===== src/rtl/subcode_ser_pkg.sv =====
package subcode_ser_pkg;

  localparam int unsigned CH_BITS   = 7;
  localparam int unsigned WORD_BITS = CH_BITS + 1;

  typedef enum logic [1:0] {
    ST_IDLE = 2'd0,
    ST_SEND = 2'd1,
    ST_GAP  = 2'd2
  } ser_state_e;

  // nearest whole cycle for a duration in ns at a clock given in kHz
  function automatic int unsigned ns_to_cycles(input int unsigned khz, input int unsigned ns);
    longint unsigned prod;
    prod = longint'(khz) * longint'(ns) + 64'd500000;
    return int'(prod / 64'd1000000);
  endfunction

endpackage


===== src/rtl/sc_word_shifter.sv =====
module sc_word_shifter
  import subcode_ser_pkg::*;
#(
  parameter int unsigned BIT_CYC = 113
) (
  input  logic                 clk,
  input  logic                 rst_n,
  input  logic                 load,
  input  logic [WORD_BITS-1:0] load_word,
  input  logic                 run,
  output logic                 bit_o,
  output logic                 done_o
);

  localparam int unsigned BW = $clog2(BIT_CYC + 1);
  localparam int unsigned IW = $clog2(WORD_BITS + 1);

  logic [BW-1:0]        cell_q, cell_d;
  logic [IW-1:0]        idx_q, idx_d;
  logic [WORD_BITS-1:0] sh_q, sh_d;
  logic                 cell_end;
  logic                 en;

  assign cell_end = (cell_q == BW'(BIT_CYC - 1));
  assign en       = load | run;

  always_comb begin
    cell_d = cell_q;
    idx_d  = idx_q;
    sh_d   = sh_q;
    if (load) begin
      cell_d = '0;
      idx_d  = '0;
      sh_d   = load_word;
    end else if (run) begin
      if (cell_end) begin
        cell_d = '0;
        idx_d  = idx_q + IW'(1);
        sh_d   = {sh_q[WORD_BITS-2:0], 1'b0};
      end else begin
        cell_d = cell_q + BW'(1);
      end
    end
  end

  always_ff @(posedge clk or negedge rst_n) begin
    if (!rst_n) begin
      cell_q <= '0;
      idx_q  <= '0;
      sh_q   <= '0;
    end else if (en) begin
      cell_q <= cell_d;
      idx_q  <= idx_d;
      sh_q   <= sh_d;
    end
  end

  assign bit_o  = sh_q[WORD_BITS-1];
  assign done_o = run & cell_end & (idx_q == IW'(WORD_BITS - 1));

endmodule


===== src/rtl/sc_gap_timer.sv =====
module sc_gap_timer #(
  parameter int unsigned MIN_CYC = 113,
  parameter int unsigned MAX_CYC = 900,
  parameter int unsigned BLK_CYC = 2000
) (
  input  logic clk,
  input  logic rst_n,
  input  logic run,
  output logic min_o,
  output logic max_o,
  output logic blk_o
);

  localparam int unsigned LIM = (MAX_CYC > BLK_CYC) ? MAX_CYC : BLK_CYC;
  localparam int unsigned GW  = $clog2(LIM + 1);

  logic [GW-1:0] cnt_q, cnt_d;
  logic          en;

  assign en = run | (cnt_q != '0);

  always_comb begin
    cnt_d = cnt_q;
    if (!run) begin
      cnt_d = '0;
    end else if (cnt_q != GW'(LIM - 1)) begin
      cnt_d = cnt_q + GW'(1);
    end
  end

  always_ff @(posedge clk or negedge rst_n) begin
    if (!rst_n) begin
      cnt_q <= '0;
    end else if (en) begin
      cnt_q <= cnt_d;
    end
  end

  assign min_o = run & (cnt_q >= GW'(MIN_CYC - 1));
  assign max_o = run & (cnt_q == GW'(MAX_CYC - 1));
  assign blk_o = run & (cnt_q >= GW'(BLK_CYC - 1));

endmodule


===== src/rtl/sc_sym_counter.sv =====
module sc_sym_counter #(
  parameter int unsigned BLOCK_LEN = 96
) (
  input  logic clk,
  input  logic rst_n,
  input  logic step,
  input  logic restart,
  output logic last_o
);

  localparam int unsigned CW = $clog2(BLOCK_LEN + 1);

  logic [CW-1:0] cnt_q, cnt_nxt;

  always_comb begin
    if (restart || (cnt_q == CW'(BLOCK_LEN))) begin
      cnt_nxt = CW'(1);
    end else begin
      cnt_nxt = cnt_q + CW'(1);
    end
  end

  always_ff @(posedge clk or negedge rst_n) begin
    if (!rst_n) begin
      cnt_q <= '0;
    end else if (step) begin
      cnt_q <= cnt_nxt;
    end
  end

  assign last_o = (cnt_nxt == CW'(BLOCK_LEN));

endmodule


===== src/rtl/subcode_serializer.sv =====
module subcode_serializer
  import subcode_ser_pkg::*;
#(
  parameter int unsigned CLK_KHZ    = 10000,
  parameter int unsigned BIT_NS     = 11300,
  parameter int unsigned GAP_MIN_NS = 11300,
  parameter int unsigned GAP_MAX_NS = 90000,
  parameter int unsigned BLK_GAP_NS = 200000,
  parameter int unsigned BLOCK_LEN  = 96
) (
  input  logic               clk,
  input  logic               rst_n,
  input  logic               sym_valid,
  input  logic [CH_BITS-1:0] sym_bits,
  input  logic               sym_blk_start,
  output logic               sym_ready,
  output logic               ser_out,
  output logic               busy,
  output logic               underrun
);

  localparam int unsigned BIT_CYC = ns_to_cycles(CLK_KHZ, BIT_NS);
  localparam int unsigned MIN_CYC = ns_to_cycles(CLK_KHZ, GAP_MIN_NS);
  localparam int unsigned MAX_CYC = ns_to_cycles(CLK_KHZ, GAP_MAX_NS);
  localparam int unsigned BLK_CYC = ns_to_cycles(CLK_KHZ, BLK_GAP_NS);

  // reset release synchronizer
  logic [1:0] rsync_q;
  logic       rst_int_n;

  always_ff @(posedge clk or negedge rst_n) begin
    if (!rst_n) begin
      rsync_q <= 2'b00;
    end else begin
      rsync_q <= {rsync_q[0], 1'b1};
    end
  end

  assign rst_int_n = rsync_q[1];

  ser_state_e st_q, st_d;
  logic       last_q;
  logic       under_q, under_d;
  logic       accept;
  logic       word_done, sh_bit;
  logic       gap_min, gap_max, gap_blk;
  logic       blk_last;

  assign sym_ready = rst_int_n &
                     ((st_q == ST_IDLE) |
                      ((st_q == ST_GAP) & (last_q ? gap_blk : gap_min)));
  assign accept    = sym_valid & sym_ready;

  sc_word_shifter #(
    .BIT_CYC (BIT_CYC)
  ) u_shift (
    .clk       (clk),
    .rst_n     (rst_int_n),
    .load      (accept),
    .load_word ({1'b1, sym_bits}),
    .run       (st_q == ST_SEND),
    .bit_o     (sh_bit),
    .done_o    (word_done)
  );

  sc_gap_timer #(
    .MIN_CYC (MIN_CYC),
    .MAX_CYC (MAX_CYC),
    .BLK_CYC (BLK_CYC)
  ) u_gap (
    .clk   (clk),
    .rst_n (rst_int_n),
    .run   (st_q == ST_GAP),
    .min_o (gap_min),
    .max_o (gap_max),
    .blk_o (gap_blk)
  );

  sc_sym_counter #(
    .BLOCK_LEN (BLOCK_LEN)
  ) u_cnt (
    .clk     (clk),
    .rst_n   (rst_int_n),
    .step    (accept),
    .restart (sym_blk_start),
    .last_o  (blk_last)
  );

  always_comb begin
    st_d    = st_q;
    under_d = 1'b0;
    unique case (st_q)
      ST_IDLE: begin
        if (accept) st_d = ST_SEND;
      end
      ST_SEND: begin
        if (word_done) st_d = ST_GAP;
      end
      ST_GAP: begin
        if (accept) begin
          st_d = ST_SEND;
        end else if (last_q) begin
          if (gap_blk) st_d = ST_IDLE;
        end else if (gap_max) begin
          st_d    = ST_IDLE;
          under_d = 1'b1;
        end
      end
      default: st_d = ST_IDLE;
    endcase
  end

  always_ff @(posedge clk or negedge rst_int_n) begin
    if (!rst_int_n) begin
      st_q    <= ST_IDLE;
      last_q  <= 1'b0;
      under_q <= 1'b0;
    end else begin
      st_q    <= st_d;
      under_q <= under_d;
      if (accept) begin
        last_q <= blk_last;
      end
    end
  end

  assign busy     = (st_q == ST_SEND);
  assign ser_out  = busy & sh_bit;
  assign underrun = under_q;

endmodule


===== config.mk =====
export PLATFORM = sky130hd
export DESIGN_NAME = subcode_serializer
export DESIGN_NICKNAME = d
export VERILOG_FILES = /design/src/rtl/subcode_ser_pkg.sv /design/src/rtl/sc_word_shifter.sv /design/src/rtl/sc_gap_timer.sv /design/src/rtl/sc_sym_counter.sv /design/src/rtl/subcode_serializer.sv
export SDC_FILE = /design/constraint.sdc
export NUM_CORES = 1
export LEC_CHECK = 0
export BUFFER_PORTS_ARGS = -buffer_cell sky130_fd_sc_hd__buf_2
export CAP_MARGIN = 15
export CORE_UTILIZATION = 27
export CTS_CLUSTER_SIZE = 20
export DETAILED_ROUTE_END_ITERATION = 8
export PLACE_DENSITY = 0.51
export SYNTH_ARGS = -nofsm -noshare
export SYNTH_HDL_FRONTEND = slang
export SYNTH_SLANG_ARGS = --single-unit

===== constraint.sdc =====
create_clock -name clk -period 2.95 [get_ports clk]
set_input_delay 0.295 -clock clk [delete_from_list [all_inputs] [get_ports clk]]
set_output_delay 0.295 -clock clk [all_outputs]
set_load 0.01 [all_outputs]

* After elaboration in Yosys (flattened, before gate mapping)
Index checks and enable logic that the tools add are counted.
** Word-level totals
- Register bits :: 43
- Bits of input ports :: 11
- Output and inout bits :: 4
- Logic and storage cells :: 73
** Operators by class
- $add $sub $neg :: 4
- Order comparisons :: 2
- Eq/ne operators :: 13
- Muxes and demuxes :: 24
- Bitwise logic cells :: 12
- Reduce and logical (&&, ||, !) cells :: 9
** Operators with widths (number)
- 2-to-1 mux 7 bit :: 4
- 2-to-1 mux 8 bit :: 3
- 2-to-1 mux 11 bit :: 2
- == test 7 bit, second input constant :: 3
- adder 7 x 1 -> 7 bit, second input constant :: 2
- 2-to-1 mux 2 bit :: 6
- 2-to-1 mux 4 bit :: 3
- adder 11 x 1 -> 11 bit, second input constant :: 1
- == test 11 x 10 -> 1 bit, second input constant :: 1
- greater-or-equal comparator 11 bit, second input constant :: 1
- greater-or-equal comparator 11 x 7 -> 1 bit, second input constant :: 1
- != test 11 bit, second input constant :: 1
- nonzero test 11 bit :: 1
- bitwise AND 1 bit :: 9
- != test 4 bit, second input constant :: 2
- one-hot mux 2 bit (3 select lines) :: 1
- 2-to-1 mux 1 bit :: 5
- adder 4 x 1 -> 4 bit, second input constant :: 1
- == test 4 x 3 -> 1 bit, second input constant :: 1
- != test 2 x 1 -> 1 bit, second input constant :: 2
- AND reduction 2 bit :: 2
- AND reduction 4 bit :: 1
- nonzero test 2 bit :: 2
- OR 1 bit :: 3
- 6 further kinds :: 6

* Logic depth before layout (Yosys ltp)
Gate-level depths: netlist (run 1).
- Depth in word-level cells :: 9
- Depth in mapped cells :: 8

* By module
A second synthesis (run 1) with hierarchy kept.
** Second synthesis, totals
- Cells, all modules :: 266
- Area total of the unflattened synthesis :: 2481.1 um^2
** By module, submodules not included
- sc_word_shifter :: instances 1, cells each 113, area an instance 1054.8 um^2, sequential area each 475.5 um^2
- sc_gap_timer :: instances 1, cells each 71, area an instance 645.6 um^2, sequential area each 275.3 um^2
- sc_sym_counter :: instances 1, cells each 52, area an instance 474.2 um^2, sequential area each 175.2 um^2
- subcode_serializer :: instances 1, cells each 30, area an instance 306.5 um^2, sequential area each 150.1 um^2

* Least setup slack after synthesis (run 1)
No wires, ideal clock.
- Path kind :: register to register
- From :: register rsync_q[1]
- To :: register u_cnt.cnt_q[3]
- Arrival time :: 2.602 ns
- Path slack :: 0.237 ns
- Cell stages (with the launch flop) :: 8
- Path buffers :: 3
- Clock period less this slack :: 2.713 ns
- Path through :: dfrtp_1 nand3b_1 or2_2 buf_1 and2_1 buf_6 buf_6 o41ai_1
** Between the ends
- Cells in the longest elaborated chain, start to end :: 2
** RTL lines
- start, declared :: line subcode_serializer.sv:28 : logic [1:0] rsync_q;
- start signal, assigned :: line subcode_serializer.sv:35 : rsync_q <= {rsync_q[0], 1'b1};
- bitwise AND 1 bit :: line subcode_serializer.sv:49 : assign sym_ready = rst_int_n &
- bitwise AND 1 bit :: line subcode_serializer.sv:52 : assign accept = sym_valid & sym_ready;
- end signal, assigned :: line sc_sym_counter.sv:27 : cnt_q <= cnt_nxt;
- end, declared :: line sc_sym_counter.sv:13 : logic [CW-1:0] cnt_q, cnt_nxt;
No other way between the ends.
A chain may end at the register's enable or synchronous reset.

* Worst setup path in the final report (run 1)
- From :: register u_gap.cnt_q[0]
- To :: output sym_ready
** Between the ends
- Cells in the longest elaborated chain, start to end :: 6
** RTL lines
- start, declared :: line sc_gap_timer.sv:17 : logic [GW-1:0] cnt_q, cnt_d;
- start signal, assigned :: line sc_gap_timer.sv:35 : cnt_q <= cnt_d;
- greater-or-equal comparator 11 x 7 -> 1 bit / greater-or-equal comparator 11 bit (equally long branches) :: line sc_gap_timer.sv:39, sc_gap_timer.sv:41
- bitwise AND 1 bit (on tied branches) :: line sc_gap_timer.sv:39, sc_gap_timer.sv:41
- 2-to-1 mux 1 bit * :: line subcode_serializer.sv:51 : ((st_q == ST_GAP) & (last_q ? gap_blk : gap_min)));
- bitwise AND 1 bit * :: line subcode_serializer.sv:51
- OR 1 bit * :: line subcode_serializer.sv:50 : ((st_q == ST_IDLE) |
- bitwise AND 1 bit * :: line subcode_serializer.sv:49
- end, declared :: line subcode_serializer.sv:16 : output logic sym_ready,
Mark *: on every way between the ends. The rest lies on a longest branch, timed or not.

==> flow_summary.html, run 1 <==
<table>
<tr><th>Metric</th><th>Value</th></tr>
<tr><th colspan="2">Status</th></tr>
<tr><td>Result of the run</td><td>complete, no violations</td></tr>
<tr><th colspan="2">Clocking</th></tr>
<tr><td>Clk sinks</td><td>43</td></tr>
<tr><td>Quantity of gates resized following cts</td><td>0</td></tr>
<tr><td>Clock root cell</td><td>sky130_fd_sc_hd__clkbuf_8</td></tr>
<tr><td>H-Tree Depth</td><td>2</td></tr>
<tr><td>Clock slew at reported path FFs</td><td>0.09 ns</td></tr>
<tr><td>CTS Buf Count</td><td>5</td></tr>
<tr><td>TritonCTS clock tree</td><td>done</td></tr>
<tr><td>Setup repair bufs after CTS</td><td>0</td></tr>
<tr><td>Deepest clock path buffer count</td><td>2</td></tr>
<tr><td>Hold Buf Count CTS</td><td>1</td></tr>
<tr><td>Worst-Skew Late Latency</td><td>around 0.3 ns</td></tr>
<tr><th colspan="2">Yosys</th></tr>
<tr><td>Synthesized instance count</td><td>250</td></tr>
<tr><td>Net count of the mapped netlist</td><td>268</td></tr>
<tr><td>Mean area per synthesized cell</td><td>9.48 µm²</td></tr>
<tr><td>Number of synthesized register bits</td><td>43</td></tr>
<tr><td>Ys flop type</td><td>sky130_fd_sc_hd__dfrtp_1</td></tr>
<tr><td>Number of enable-type register cells in the synthesized netlist</td><td>0</td></tr>
<tr><td>Post-Synthesis Cell Area</td><td>2370 µm²</td></tr>
<tr><td>Count of yosys warnings during synthesis</td><td>0</td></tr>
<tr><td>Fraction of the yosys area taken by sequential cells</td><td>45.4%</td></tr>
<tr><td>Number of distinct standard cells referenced by the synthesized netlist</td><td>49</td></tr>
<tr><td>Async S/R FF share, synth</td><td>100%</td></tr>
<tr><th colspan="2">Worst setup path</th></tr>
<tr><td>Endpoint type of the worst setup path</td><td>output pin</td></tr>
<tr><td>Destination of the critical timing path</td><td>sym_ready</td></tr>
<tr><td>Startpoint of the worst-slack reg-to-reg timing path</td><td>u_gap.cnt_q[0]$_DFFE_PN0P_</td></tr>
<tr><td>Largest fanout on the critical path</td><td>6</td></tr>
<tr><td>Critical Path AT</td><td>2.01 ns</td></tr>
<tr><td>Startpoint Class</td><td>register</td></tr>
<tr><td>R2r endpoint</td><td>u_cnt.cnt_q[3]$_DFFE_PN0N_</td></tr>
<tr><td>CP Data Required Time</td><td>2.65 ns</td></tr>
<tr><td>R2R setup slack</td><td>roughly 0.70 ns</td></tr>
<tr><td>Start point of the critical path</td><td>u_gap.cnt_q[0]$_DFFE_PN0P_</td></tr>
<tr><td>Worst Reg2Reg Path Length in Cells</td><td>6</td></tr>
<tr><td>Type of the worst setup path</td><td>register to output pin</td></tr>
<tr><th colspan="2">Route</th></tr>
<tr><td>First-iteration detailed-routing DRC count</td><td>74</td></tr>
<tr><td>Number of nets with antenna violations after routing</td><td>0</td></tr>
<tr><td>DRC</td><td>0</td></tr>
<tr><td>First drt pass iteration count</td><td>4</td></tr>
<tr><td>Routed wire per std cell</td><td>between 10 and 15 µm</td></tr>
<tr><td>Overall routed net length</td><td>a little over 5000 µm</td></tr>
<tr><td>Via density per instance</td><td>5.19</td></tr>
<tr><td>Total number of vias</td><td>just under 2000</td></tr>
<tr><th colspan="2">Global route</th></tr>
<tr><td>Initial antenna violation count</td><td>0</td></tr>
<tr><td>First-pass GRT wire length</td><td>8490 µm</td></tr>
<tr><td>Largest net degree at the start of global routing</td><td>43</td></tr>
<tr><td>Via count of the first global-routing pass</td><td>1805</td></tr>
<tr><td>Remaining Overflow, GRT</td><td>0</td></tr>
<tr><td>GRT Overall Usage</td><td>12.0%</td></tr>
<tr><th colspan="2">Finish</th></tr>
<tr><td>Most frequent cells in the layout</td><td>42 x sky130_fd_sc_hd__dfrtp_1, 21 x sky130_fd_sc_hd__nor2_1, 20 x sky130_fd_sc_hd__nand2_1</td></tr>
<tr><td>Leading cell type in the layout, fill and taps excluded</td><td>sky130_fd_sc_hd__dfrtp_1</td></tr>
<tr><td>P&amp;R area growth vs syn</td><td>11.7%</td></tr>
<tr><td>Antenna diode count</td><td>0</td></tr>
<tr><td>Total number of nets in the final design</td><td>283</td></tr>
<tr><td>Number of filler instances in the final layout</td><td>892</td></tr>
<tr><td>Layout cells sized above 1</td><td>16.9%</td></tr>
<tr><th colspan="2">STA</th></tr>
<tr><td>Max Clk Rate</td><td>434 MHz</td></tr>
<tr><td>Shortest clock period the worst path allows after layout</td><td>2.31 ns</td></tr>
<tr><td>Final worst path period share</td><td>roughly four fifths</td></tr>
<tr><td>Max transition margin</td><td>a little under three fifths</td></tr>
<tr><td>Count of endpoints failing setup in the final report</td><td>0</td></tr>
<tr><td>Count of final max-slew check failures</td><td>0</td></tr>
<tr><td>RSZ-0062 raised after global routing</td><td>no</td></tr>
<tr><td>Setup Total Neg Slack</td><td>0 ns</td></tr>
<tr><td>Clk_skew</td><td>0.00792 ns</td></tr>
<tr><td>Slew at the pin closest to its max-slew limit</td><td>0.659 ns</td></tr>
<tr><td>Hold Fails Final Rpt</td><td>0</td></tr>
<tr><th colspan="2">Floorplanning</th></tr>
<tr><td>Number of core rows</td><td>33</td></tr>
<tr><td>Die area</td><td>9160 µm²</td></tr>
<tr><td>X dimension of the die</td><td>95.7 µm</td></tr>
<tr><td>IO Pins</td><td>15</td></tr>
<tr><td>Die Y</td><td>95.7 µm</td></tr>
<tr><td>Starting density of the core</td><td>28.4%</td></tr>
<tr><td>Placeable core region</td><td>~8300 µm²</td></tr>
<tr><th colspan="2">Power and ir drop</th></tr>
<tr><td>LEAKAGE</td><td>between 1 and 1.5 nW</td></tr>
<tr><td>Sum of internal, switching and leakage power</td><td>approximately 0.0016 W</td></tr>
<tr><td>Worst IR drop on VDD</td><td>0.184 mV</td></tr>
<tr><td>Power per standard cell area</td><td>~600 nW/µm²</td></tr>
<tr><th colspan="2">Place</th></tr>
<tr><td>Final RePlAce weighted congestion</td><td>approximately 0.80</td></tr>
<tr><td>Dpl hpwl</td><td>3530 µm</td></tr>
<tr><td>Number of buffers added on ports</td><td>14</td></tr>
<tr><th colspan="2">Job</th></tr>
<tr><td>Number of maximum-capacitance violations</td><td>0</td></tr>
<tr><th colspan="2">Min path</th></tr>
<tr><td>Hold/Removal Path Class</td><td>primary input to register</td></tr>
</table>
-- power by group --
| group | total, W | switching (W) | internal [W] |
|---|---|---|---|
| sequential | 0.000851 | 0.000130 | 0.000722 |
| clock | 0.000396 | 0.000227 | 0.000170 |
| combinational | 0.000384 | 0.000197 | 0.000188 |
| total | 0.00163 | 0.000553 | 0.00108 |
-- critical path, cell delays in order, from the launching register on --
cell	delay, ns
sky130_fd_sc_hd__dfrtp_1	0.43
sky130_fd_sc_hd__ha_1	0.26
sky130_fd_sc_hd__nand3_1	0.17
sky130_fd_sc_hd__and4_1	0.25
sky130_fd_sc_hd__a21oi_1	0.18
sky130_fd_sc_hd__nand2_1	0.08
sky130_fd_sc_hd__a21oi_1	0.19
sky130_fd_sc_hd__buf_2	0.16
-- cell type report --
type | instances | area [µm²] | share of cell area [%]
Timing Repair Buffer | 19 | 110 | 4.16
Multi-Input combinational cell | 183 | 1190 | 44.8
Sequential cell | 43 | 1080 | 40.7
Inverter | 13 | 48.8 | 1.84
Clock buffer | 5 | 68.8 | 2.60
Tap cell | 105 | 131 | 4.96
Clock inverter | 3 | 23.8 | 0.898
-- worst min-delay path by stage --
stage                            from                          end  cells after the start
after floorplan                 rst_n         rsync_q[0]$_DFF_PN0_                      0
after global placement          rst_n         rsync_q[0]$_DFF_PN0_                      1
after detailed placement        rst_n         rsync_q[0]$_DFF_PN0_                      1
after CTS                 sym_bits[2]  u_shift.sh_q[2]$_DFFE_PN0P_                      2
after global routing      sym_bits[3]  u_shift.sh_q[3]$_DFFE_PN0P_                      2
final                     sym_bits[2]  u_shift.sh_q[2]$_DFFE_PN0P_                      2
-- logic make-up after synthesis --
logic type | share of synthesized area, %
AOI/OAI and AO/OA | 15.1
xor gates and xnor gates | 2.59
adders and majority gates | 3.70
buffers and inverters | 4.49
DFF | 45.4
muxes | 6.18
other | 0.158
and+or+nand+nor | 22.4
-- through the flow --
step	std cells	hold slack (ns)	instance area (µm²)	util [%]	setup slack, ns
after CTS	371	0.205	2650	31.7	0.569
after global placement	362	0.0859	2540	30.5	0.736
after floorplan	250	-0.000591	2370	-	0.237
after global routing	371	0.199	2650	31.7	0.450
final	371	0.216	2650	31.7	0.644
after detailed placement	362	0.0854	2540	30.5	0.675
-- layer usage --
| layer | track usage [%] | wire, µm | up-vias |
|---|---|---|---|
| li1 | - | - | 937 |
| met1 | 16.3 | 2440 | 950 |
| met2 | 18.8 | 2350 | 33 |
| met3 | 2.23 | 182 | 5 |
| met4 | 4.98 | 76 | 0 |
| met5 | 0 | 0 | - |
-- registers in the layout, indices dropped and copies added (netlist names) --
name / cells
u_cnt.cnt_q: 7
rsync_q: 2
u_gap.cnt_q: 11
st_q: 2
u_shift.cell_q: 7
last_q: 1
u_shift.idx_q: 4
underrun: 1
u_shift.sh_q: 8
-- synth_stat cells (3+ instances only) --
library cell               instances  area share, %
sky130_fd_sc_hd__xnor2_1           4            1.5
sky130_fd_sc_hd__o21ai_0          14            3.0
sky130_fd_sc_hd__and2_1            3           0.79
sky130_fd_sc_hd__a41oi_1           3            1.1
sky130_fd_sc_hd__nand2b_1          3           0.79
sky130_fd_sc_hd__dfrtp_1          43             45
sky130_fd_sc_hd__nand3_1          15            3.2
sky130_fd_sc_hd__a21oi_1          14            3.0
sky130_fd_sc_hd__a31oi_1           5            1.3
sky130_fd_sc_hd__clkbuf_1          7            1.1
sky130_fd_sc_hd__mux2_2           13            6.2
sky130_fd_sc_hd__o41ai_1           3            1.1
sky130_fd_sc_hd__or3_1             4            1.1
sky130_fd_sc_hd__nand2_1          20            3.2
sky130_fd_sc_hd__ha_1              7            3.7
sky130_fd_sc_hd__nor3_1            4           0.84
sky130_fd_sc_hd__xor2_1            3            1.1
sky130_fd_sc_hd__inv_1            13            2.1
sky130_fd_sc_hd__nand4_1           7            1.8
sky130_fd_sc_hd__nor2_1           21            3.3
sky130_fd_sc_hd__nor4_1            4            1.1
sky130_fd_sc_hd__or2_2             3           0.79
sky130_fd_sc_hd__and3_1            5            1.3
(Power assumes the default switching activity.)
==> run 2, diff against run 1 <==
--- a/config.mk
+++ b/config.mk
@@ -10,7 +10,7 @@
 export CORE_UTILIZATION = 27
 export CTS_CLUSTER_SIZE = 20
 export DETAILED_ROUTE_END_ITERATION = 8
-export PLACE_DENSITY = 0.51
+export PLACE_DENSITY = 0.52
 export SYNTH_ARGS = -nofsm -noshare
 export SYNTH_HDL_FRONTEND = slang
 export SYNTH_SLANG_ARGS = --single-unit
==> constraint.sdc (replaced) <==
create_clock -name clk -period 2.05 [get_ports clk]
set_input_delay 0.205 -clock clk [delete_from_list [all_inputs] [get_ports clk]]
set_output_delay 0.205 -clock clk [all_outputs]
set_load 0.01 [all_outputs]
==> run 2 against run 1 <==
  * Clock power increased by 51%
  * Non-clock buffer count increased by 25
  * Utilization increased by 3.1 points
  * Critical path type unchanged
==> flow_summary.html, run 2 (synthesized netlist as in run 1, its figures left out) <==
<table>
<tr><th>Metric</th><th>Value</th></tr>
<tr><th colspan="2">Global route</th></tr>
<tr><td>First-pass GRT wire length</td><td>9270 µm</td></tr>
<tr><td>Remaining Overflow, GRT</td><td>0</td></tr>
<tr><td>Largest net degree at the start of global routing</td><td>43</td></tr>
<tr><td>GRT Overall Usage</td><td>13.3%</td></tr>
<tr><td>Initial antenna violation count</td><td>0</td></tr>
<tr><td>Via count of the first global-routing pass</td><td>1938</td></tr>
<tr><th colspan="2">Worst setup path</th></tr>
<tr><td>CP Data Required Time</td><td>1.85 ns</td></tr>
<tr><td>Largest fanout on the critical path</td><td>5</td></tr>
<tr><td>R2R setup slack</td><td>0.14 ns</td></tr>
<tr><td>Largest stage delay, worst path</td><td>0.41 ns</td></tr>
<tr><td>Cell-by-cell listing of the critical path</td><td>and3_1 -&gt; nand2_1 -&gt; a21oi_4 -&gt; nand2_1 -&gt; a21oi_2 -&gt; buf_2</td></tr>
<tr><td>R2r endpoint</td><td>u_gap.cnt_q[9]$_DFFE_PN0P_</td></tr>
<tr><td>Worst Reg2Reg Path Length in Cells</td><td>7</td></tr>
<tr><td>Endpoint type of the worst setup path</td><td>output pin</td></tr>
<tr><td>Critical Path AT</td><td>1.72 ns</td></tr>
<tr><td>CP top delay family</td><td>simple AND/OR/NAND/NOR gates</td></tr>
<tr><td>Type of the worst setup path</td><td>register to output pin</td></tr>
<tr><td>Startpoint of the worst-slack reg-to-reg timing path</td><td>u_gap.cnt_q[0]$_DFFE_PN0P_</td></tr>
<tr><td>CP most frequent cell</td><td>sky130_fd_sc_hd__nand2_1</td></tr>
<tr><td>Library cell contributing the largest single delay on the critical path</td><td>sky130_fd_sc_hd__dfrtp_1</td></tr>
<tr><td>Startpoint Class</td><td>register</td></tr>
<tr><td>Crit path buffers/inverters</td><td>1</td></tr>
<tr><th colspan="2">STA</th></tr>
<tr><td>Max Clk Rate</td><td>520 MHz</td></tr>
<tr><td>RSZ-0062 raised after global routing</td><td>yes</td></tr>
<tr><td>Clk_skew</td><td>around 0.0082 ns</td></tr>
<tr><td>Final worst path period share</td><td>between 90 and 100%</td></tr>
<tr><td>Max transition margin</td><td>a little under two thirds</td></tr>
<tr><td>Shortest clock period the worst path allows after layout</td><td>1.92 ns</td></tr>
<tr><td>Hold Fails Final Rpt</td><td>0</td></tr>
<tr><td>Count of final max-slew check failures</td><td>0</td></tr>
<tr><td>Slew at the pin closest to its max-slew limit</td><td>about 0.54 ns</td></tr>
<tr><td>Count of endpoints failing setup in the final report</td><td>0</td></tr>
<tr><th colspan="2">Finish</th></tr>
<tr><td>Most frequent cells in the layout</td><td>41 x sky130_fd_sc_hd__dfrtp_1, 29 x sky130_fd_sc_hd__buf_4, 21 x sky130_fd_sc_hd__nor2_1</td></tr>
<tr><td>Total number of nets in the final design</td><td>308</td></tr>
<tr><td>P&amp;R area growth vs syn</td><td>22.5%</td></tr>
<tr><td>Antenna diode count</td><td>0</td></tr>
<tr><td>Leading cell type in the layout, fill and taps excluded</td><td>sky130_fd_sc_hd__dfrtp_1</td></tr>
<tr><td>Util after Layout</td><td>between 30% and 40%</td></tr>
<tr><td>Layout cells sized above 1</td><td>between 20% and 30%</td></tr>
<tr><td>Design Area, Final</td><td>2900 µm²</td></tr>
<tr><td>Largest registers ranked by flip-flop count</td><td>u_gap.cnt_q (11), u_shift.sh_q (8)</td></tr>
<tr><td>Largest register by flop count</td><td>u_gap.cnt_q</td></tr>
<tr><td>Flip-flop count of the largest register, all copies and words added</td><td>11</td></tr>
<tr><th colspan="2">Route</th></tr>
<tr><td>Overall routed net length</td><td>around 5300 µm</td></tr>
<tr><td>Routed wire per std cell</td><td>13.5 µm</td></tr>
<tr><td>First-iteration detailed-routing DRC count</td><td>44</td></tr>
<tr><td>First drt pass iteration count</td><td>6</td></tr>
<tr><td>Via density per instance</td><td>between 4 and 5</td></tr>
<tr><td>DRC</td><td>0</td></tr>
<tr><td>Total number of vias</td><td>approximately 2000</td></tr>
<tr><td>Number of nets with antenna violations after routing</td><td>0</td></tr>
<tr><th colspan="2">Place</th></tr>
<tr><td>Dpl hpwl</td><td>3790 µm</td></tr>
<tr><td>Number of buffers added on ports</td><td>14</td></tr>
<tr><td>Final RePlAce weighted congestion</td><td>between 0.7 and 0.8</td></tr>
<tr><td>DP Area</td><td>2750 µm²</td></tr>
<tr><th colspan="2">Floorplanning</th></tr>
<tr><td>Number of core rows</td><td>33</td></tr>
<tr><td>Die area</td><td>9160 µm²</td></tr>
<tr><td>Placeable core region</td><td>8340 µm²</td></tr>
<tr><td>X dimension of the die</td><td>95.7 µm</td></tr>
<tr><td>IO Pins</td><td>15</td></tr>
<tr><td>Die Y</td><td>95.7 µm</td></tr>
<tr><td>Starting density of the core</td><td>28.4%</td></tr>
<tr><th colspan="2">Clocking</th></tr>
<tr><td>TritonCTS clock tree</td><td>done</td></tr>
<tr><td>Clock slew at reported path FFs</td><td>approximately 0.08 ns</td></tr>
<tr><td>Clock root cell</td><td>sky130_fd_sc_hd__clkbuf_8</td></tr>
<tr><td>Clk sinks</td><td>43</td></tr>
<tr><td>Worst-Skew Late Latency</td><td>0.30 ns</td></tr>
<tr><td>CTS Buf Count</td><td>5</td></tr>
<tr><td>Deepest clock path buffer count</td><td>2</td></tr>
<tr><td>Setup repair bufs after CTS</td><td>0</td></tr>
<tr><td>H-Tree Depth</td><td>2</td></tr>
<tr><th colspan="2">Status</th></tr>
<tr><td>Result of the run</td><td>complete, no violations</td></tr>
<tr><th colspan="2">Power and ir drop</th></tr>
<tr><td>Power per standard cell area</td><td>834 nW/µm²</td></tr>
<tr><td>Worst IR drop on VDD</td><td>~0.38 mV</td></tr>
<tr><td>LEAKAGE</td><td>1.21 nW</td></tr>
<tr><th colspan="2">Min path</th></tr>
<tr><td>Hold/Removal Path Class</td><td>primary input to register</td></tr>
<tr><td>Endpoint of the worst hold path</td><td>u_shift.sh_q[3]$_DFFE_PN0P_</td></tr>
<tr><td>Worst min-delay path startpoint</td><td>sym_bits[3]</td></tr>
<tr><td>Cell count of the worst hold path</td><td>2</td></tr>
<tr><th colspan="2">Job</th></tr>
<tr><td>Number of maximum-capacitance violations</td><td>0</td></tr>
</table>
## run 2: layer usage
metal	up-vias	share of wire (%)	GRT usage [%]
li1	984	-	-
met1	957	50	17.9
met2	22	46	20.4
met3	4	2.7	4.15
met4	0	0.99	3.73
met5	-	0	0
## run 2: through the flow
| step | power, W | instances | setup TNS, ns | worst slack, ns | hold WS (ns) |
|---|---|---|---|---|---|
| 3_5_place_dp | 0.00182 | 387 | 0 | 0.00707 | -0.00463 |
| 2_1_floorplan | 0.00165 | 250 | 0 | 0.000373 | -0.0906 |
| 4_1_cts | 0.00244 | 396 | 0 | 0.00134 | 0.123 |
| 3_3_place_gp | 0.00180 | 387 | 0 | 0.0223 | -0.00665 |
| 6_report | 0.00242 | 396 | 0 | 0.126 | 0.134 |
| 5_1_grt | 0.00264 | 396 | -0.00899 | -0.00539 | 0.105 |
## run 2: final cells by class
class / instances / area, µm²
fillers: 874 / 5440
multi-input cells: 183 / 1240
flip-flops and latches: 43 / 1080
clock buffers: 7 / 96.3
repair buffers: 44 / 298
clock inverters: 1 / 7.51
inverters: 13 / 48.8
well taps: 105 / 131
## run 2: worst max-delay path by stage
stage,from,end,cells after the start
after floorplan,rsync_q[1]$_DFF_PN0_,u_cnt.cnt_q[4]$_DFFE_PN0N_,7
after global placement,u_gap.cnt_q[0]$_DFFE_PN0P_,u_shift.sh_q[4]$_DFFE_PN0P_,6
after detailed placement,u_gap.cnt_q[0]$_DFFE_PN0P_,u_shift.sh_q[4]$_DFFE_PN0P_,6
after CTS,u_gap.cnt_q[0]$_DFFE_PN0P_,u_shift.sh_q[4]$_DFFE_PN0P_,6
after global routing,u_gap.cnt_q[9]$_DFFE_PN0P_,sym_ready,6
final,u_gap.cnt_q[9]$_DFFE_PN0P_,sym_ready,6
## run 2: repair_timing
action | CTS | global route
hold buffers | 1 | 0
gates resized for setup | 0 | 9
hold endpoints to repair | 2 | 0
endpoints found under the setup margin | 0 | 19
## run 2: where the power goes
| part | internal [W] | total (W) | switching, W |
|---|---|---|---|
| Combinational | 0.000300 | 0.000600 | 0.000300 |
| Sequential | 0.00104 | 0.00122 | 0.000182 |
| Clock | 0.000306 | 0.000598 | 0.000292 |
